### config.mk
export PLATFORM = sky130hd
export DESIGN_NAME = byte_port_regs
export DESIGN_NICKNAME = d
export VERILOG_FILES = /design/src/rtl/bport_pkg.sv /design/src/rtl/bport_rstsync.sv /design/src/rtl/bport_decode.sv /design/src/rtl/bport_rxhold.sv /design/src/rtl/bport_txhold.sv /design/src/rtl/byte_port_regs.sv
export SDC_FILE = /design/constraint.sdc
export NUM_CORES = 1
export LEC_CHECK = 0
export BUFFER_PORTS_ARGS = -buffer_cell sky130_fd_sc_hd__buf_2
export CAP_MARGIN = 20
export CORE_ASPECT_RATIO = 1.1
export CORE_MARGIN = 2
export CORE_UTILIZATION = 33
export CTS_CLUSTER_SIZE = 25
export DETAILED_ROUTE_END_ITERATION = 12
export GPL_ROUTABILITY_DRIVEN = 1
export MAX_ROUTING_LAYER = met4
export PLACE_DENSITY = 0.75
export SYNTH_ARGS = -nofsm -noshare
export SYNTH_HDL_FRONTEND = slang
export SYNTH_SLANG_ARGS = --single-unit
### constraint.sdc
create_clock -name clk -period 1 [get_ports clk]
set_input_delay 0.1 -clock clk [delete_from_list [all_inputs] [get_ports clk]]
set_output_delay 0.1 -clock clk [all_outputs]
set_load 0.01 [all_outputs]
### src/rtl/bport_pkg.sv
package bport_pkg;
  localparam int BP_WIN_BYTES = 24;
  localparam int BP_IDX_TX    = 0;
  localparam int BP_IDX_RX    = 1;
  localparam int BP_IDX_ST    = 5;
  localparam int BP_ST_RXBIT  = 0;
  localparam int BP_ST_TXBIT  = 1;

  typedef struct packed {
    logic tx_wr;
    logic rx_rd;
    logic st_rd;
  } bp_acc_t;
endpackage

### src/rtl/bport_rstsync.sv
module bport_rstsync #(
  parameter int STAGES = 2
) (
  input  logic clk,
  input  logic arst_n,
  output logic srst_n
);
  logic [STAGES-1:0] sync_q;

  always_ff @(posedge clk or negedge arst_n) begin
    if (!arst_n) sync_q <= '0;
    else         sync_q <= {sync_q[STAGES-2:0], 1'b1};
  end

  assign srst_n = sync_q[STAGES-1];
endmodule

### src/rtl/bport_decode.sv
module bport_decode
  import bport_pkg::*;
#(
  parameter int ADDR_W = 5,
  parameter int BUS_W  = 32
) (
  input  logic                req,
  input  logic                we,
  input  logic [ADDR_W-1:0]   addr,
  input  logic [BUS_W/8-1:0]  be,
  output bp_acc_t             acc
);
  localparam int BE_W      = BUS_W / 8;
  localparam int IDX_W     = ADDR_W - 2;
  localparam int WIN_WORDS = BP_WIN_BYTES / 4;

  logic [IDX_W-1:0] idx;
  logic             legal;

  always_comb begin
    idx   = addr[ADDR_W-1:2];
    legal = req && (be == {BE_W{1'b1}}) && (addr[1:0] == 2'b00)
            && (int'(idx) < WIN_WORDS);
    acc.tx_wr = legal &&  we && (idx == IDX_W'(BP_IDX_TX));
    acc.rx_rd = legal && !we && (idx == IDX_W'(BP_IDX_RX));
    acc.st_rd = legal && !we && (idx == IDX_W'(BP_IDX_ST));
  end
endmodule

### src/rtl/bport_rxhold.sv
module bport_rxhold #(
  parameter int DATA_W = 8
) (
  input  logic              clk,
  input  logic              rst_n,
  input  logic              rd_strobe,
  input  logic              in_valid,
  input  logic [DATA_W-1:0] in_byte,
  output logic              in_ready,
  output logic              full,
  output logic [DATA_W-1:0] held
);
  logic              full_q, full_d;
  logic [DATA_W-1:0] held_q;
  logic              cap_en;

  always_comb begin
    in_ready = !full_q && !rd_strobe;
    cap_en   = in_valid && in_ready;
    full_d   = full_q;
    if (rd_strobe) full_d = 1'b0;
    if (cap_en)    full_d = 1'b1;
  end

  always_ff @(posedge clk or negedge rst_n) begin
    if (!rst_n) begin
      full_q <= 1'b0;
      held_q <= '0;
    end else begin
      full_q <= full_d;
      if (cap_en) held_q <= in_byte;
    end
  end

  assign full = full_q;
  assign held = held_q;
endmodule

### src/rtl/bport_txhold.sv
module bport_txhold #(
  parameter int DATA_W = 8
) (
  input  logic              clk,
  input  logic              rst_n,
  input  logic              wr_strobe,
  input  logic [DATA_W-1:0] wr_byte,
  input  logic              out_ready,
  output logic              out_valid,
  output logic [DATA_W-1:0] out_byte,
  output logic              busy
);
  logic              busy_q, busy_d;
  logic [DATA_W-1:0] byte_q;
  logic              load_en, done;

  always_comb begin
    load_en = wr_strobe && !busy_q;
    done    = busy_q && out_ready;
    busy_d  = busy_q;
    if (done)    busy_d = 1'b0;
    if (load_en) busy_d = 1'b1;
  end

  always_ff @(posedge clk or negedge rst_n) begin
    if (!rst_n) begin
      busy_q <= 1'b0;
      byte_q <= '0;
    end else begin
      busy_q <= busy_d;
      if (load_en) byte_q <= wr_byte;
    end
  end

  assign out_valid = busy_q;
  assign out_byte  = byte_q;
  assign busy      = busy_q;
endmodule

### src/rtl/byte_port_regs.sv
module byte_port_regs
  import bport_pkg::*;
#(
  parameter int ADDR_W = 5,
  parameter int BUS_W  = 32,
  parameter int DATA_W = 8
) (
  input  logic               clk,
  input  logic               rst_n,
  input  logic               bus_req,
  input  logic               bus_we,
  input  logic [ADDR_W-1:0]  bus_addr,
  input  logic [BUS_W/8-1:0] bus_be,
  input  logic [BUS_W-1:0]   bus_wdata,
  output logic [BUS_W-1:0]   bus_rdata,
  output logic               out_valid,
  input  logic               out_ready,
  output logic [DATA_W-1:0]  out_byte,
  input  logic               in_valid,
  output logic               in_ready,
  input  logic [DATA_W-1:0]  in_byte
);
  logic              rst_q_n;
  bp_acc_t           acc;
  logic              rx_full;
  logic [DATA_W-1:0] rx_held;
  logic              tx_busy;

  bport_rstsync #(.STAGES(2)) u_rst (
    .clk(clk), .arst_n(rst_n), .srst_n(rst_q_n)
  );

  bport_decode #(.ADDR_W(ADDR_W), .BUS_W(BUS_W)) u_dec (
    .req(bus_req), .we(bus_we), .addr(bus_addr), .be(bus_be), .acc(acc)
  );

  bport_rxhold #(.DATA_W(DATA_W)) u_rx (
    .clk(clk), .rst_n(rst_q_n), .rd_strobe(acc.rx_rd),
    .in_valid(in_valid), .in_byte(in_byte), .in_ready(in_ready),
    .full(rx_full), .held(rx_held)
  );

  bport_txhold #(.DATA_W(DATA_W)) u_tx (
    .clk(clk), .rst_n(rst_q_n), .wr_strobe(acc.tx_wr),
    .wr_byte(bus_wdata[DATA_W-1:0]), .out_ready(out_ready),
    .out_valid(out_valid), .out_byte(out_byte), .busy(tx_busy)
  );

  always_comb begin
    bus_rdata = '0;
    if (acc.rx_rd) begin
      bus_rdata[DATA_W-1:0] = rx_held;
    end else if (acc.st_rd) begin
      bus_rdata[BP_ST_RXBIT] = rx_full;
      bus_rdata[BP_ST_TXBIT] = !tx_busy;
    end
  end
endmodule

==> run summary <==
CP Capture Point -> u_tx.out_byte[2]$_DFFE_PN0P_
Initial DRT Pass Iterations -> 8
GRT Total Usage -> 0.125
H-tree depth -> 1
core area -> 0.00310 sq mm
number of synthesized flops with an enable pin -> 0
largest net degree at the start of global routing -> 13
outcome -> complete, but fails checks
clock latency on the worst-skew pair -> 300 ps
vias in the first global route -> 824
Starting Density -> 0.351
CTS Buf Count -> 3
Fill cells -> 286
synthesis-to-finish area growth -> 48.0%
Pleak -> 0.873 nW
total negative slack -> -8730 ps
chip width -> 58.8 um
GR Overflow Total -> 0
Power Dens Cells -> 1090 mW/mm^2
Routed Antenna Nets -> 0
Crit Path Category -> register to register
dominant synthesized flop cell -> dfrtp_1
DRC viols -> 9
Worst R2R Path Depth -> 4
DP HPWL -> 1790 um
hold_ws -> 25.3 ps
share of cells above drive strength 1 -> 0.636
reg2reg end -> u_tx.out_byte[2]$_DFFE_PN0P_
Max Slew Vio Count -> 0
WP data required -> 1190 ps
Yosys cell types -> 19
initial antenna violation count -> 0
Clock Skew -> 5.09 ps
Die ar. -> 0.00378 sq mm
post-route setup slack -> -535 ps
Critical Path Sink Type -> register
Rows -> 21
RSZ-0062 raised after global routing -> yes
WL/cell -> 11.4 um
Clock Tree Buf Depth -> 2
Placement Setup Slack -> -565 ps
Port Buffers -> 48
Fin. Hold Viols -> 0
YS warnings -> 0
average size of a mapped cell -> 12.4 sq um
internal reg-to-reg setup slack -> -540 ps
GPL Wtd Cong -> 0.830
Startpoint Class -> register
Non-Filler Instances -> 188
# nets final -> 210
WP data arrival -> 1720 ps
1st-iter DRT viols -> 20
Die Y -> 64.3 um
min-delay worst type -> primary input to register
synthesized cell area -> 0.00109 sq mm
Worst R2R Start -> u_tx.busy$_DFFE_PN0P_
Peak Freq -> 651 MHz
Async SR Flop Fraction -> 1.00
Vias -> 806
CTS clk-pin slew, worst paths -> 110 ps
Post-Place Cells -> 178
#FFs+latches synth -> 20
fin crit period -> 1540 ps
max cap viols -> 0
I/O Pins -> 97
beginning of the critical path -> u_tx.busy$_DFFE_PN0P_
register area share after synthesis -> 0.459
root buf cell -> clkbuf_4
Tcrit/Tclk final -> 1.54
Sink Count -> 20
CTS tree -> built
worst vdd ir -> 0.848 mV
synthesized instance count -> 88
diode count -> 0
Finish-stage setup viols -> 27
Total Wirelength -> 2150 um
peak fanout along the critical path -> 9
failing checks -> design-rule violations, negative setup slack
global-route wire length before repair -> 3570 um
Via density -> 4.29
Pwr Total -> 0.00176 W
[cell usage after synthesis (all sizes together) (2+ instances only)]
cell   number  area, sq um
buf        25          191
dfrtp      20          500
mux2       16          210
and2        6         37.5
nor2        3         11.3
nor3        3         15.0
conb        2         7.51
inv         2         7.51
mux2i       2         20.0
or3b        2         17.5
[report_power, final]
part	switching (W)	leakage, nW	internal (W)
logic	0.000108	0.583	0.000132
registers	0.0000261	0.262	0.000846
clock network	0.000240	0.0279	0.000405
[routing by layer]
metal	share of wire	global-route usage
met1	0.39	0.147
met2	0.52	0.217
met3	0.095	0.0162
met4	0	0.0426
met5	0	-
[layout by cell type (no fill, tap or decap), drive strengths merged]
cell,Yosys,layout
nand2b,1,1
clkbuf,0,3
or2,1,1
dlygate4sd3,0,2
conb,2,25
mux2,16,16
buf,25,62
and2,6,6
o21bai,1,1
nand4bb,1,1
bufinv,0,1
dfrtp,20,20
inv,2,2
nand4b,1,1
o311a,1,1
nor2,3,3
or3b,2,2
mux2i,2,2
nor3,3,3
nor4,1,1
[final cells by class]
class / count / area [sq um] / area share
clock buffer: 3 / 22.5 / 0.0140
clock inverter: 1 / 30.0 / 0.0186
inverter: 2 / 7.51 / 0.00465
multi-input combinational: 64 / 554 / 0.344
sequential: 20 / 500 / 0.310
tap: 34 / 42.5 / 0.0264
timing repair buffer: 64 / 455 / 0.282
[how the worst min path moves through the flow]
stage                    start                        end  cells after the start
detailed placement       rst_n  u_rst.sync_q[0]$_DFF_PN0_                      1
CTS                 in_byte[7]   u_rx.held[7]$_DFFE_PN0P_                      2
floorplan                rst_n  u_rst.sync_q[0]$_DFF_PN0_                      0
global placement         rst_n  u_rst.sync_q[0]$_DFF_PN0_                      1
finish              in_byte[4]   u_rx.held[4]$_DFFE_PN0P_                      2
global route        in_byte[7]   u_rx.held[7]$_DFFE_PN0P_                      2
[what timing repair did]
item | 4_1_cts | 5_1_grt
hold buffers | 2 | 0
buffers inserted | 2 | 2
hold endpoints to repair | 3 | 0
setup endpoints to repair | 27 | 27
resized for setup | 23 | 3
pin swaps | 8 | 2
[kinds of logic (layout without fill, tap and decap cells)]
family / after synthesis / after routing / share of synthesized area
buffers and inverters: 27 / 70 / 0.183
AO/OA/AOI/OAI: 2 / 2 / 0.0161
AND/OR/NAND/NOR: 19 / 19 / 0.124
flip-flops: 20 / 20 / 0.459
other: 2 / 25 / 0.00689
multiplexers: 18 / 18 / 0.211
[worst max-delay path: stages, from the launching register on]
cell     delay [ps]
dfrtp_1         390
or3b_4          380
nor4_4          150
buf_6           170
mux2_2          330
[per-stage QoR]
stage / area (sq um) / util
final: 1610 / 0.520
after detailed placement: 1380 / 0.445
after global placement: 1380 / 0.445
after global routing: 1610 / 0.520
after floorplan: 1210 / -
after CTS: 1570 / 0.506
[registers in the layout (all words and copies together) (netlist names)]
signal and cells:
u_rx.held 8, u_tx.out_byte 8, u_rst.sync_q 2, u_rx.full 1, u_tx.busy 1
(Power assumes the default switching activity.)
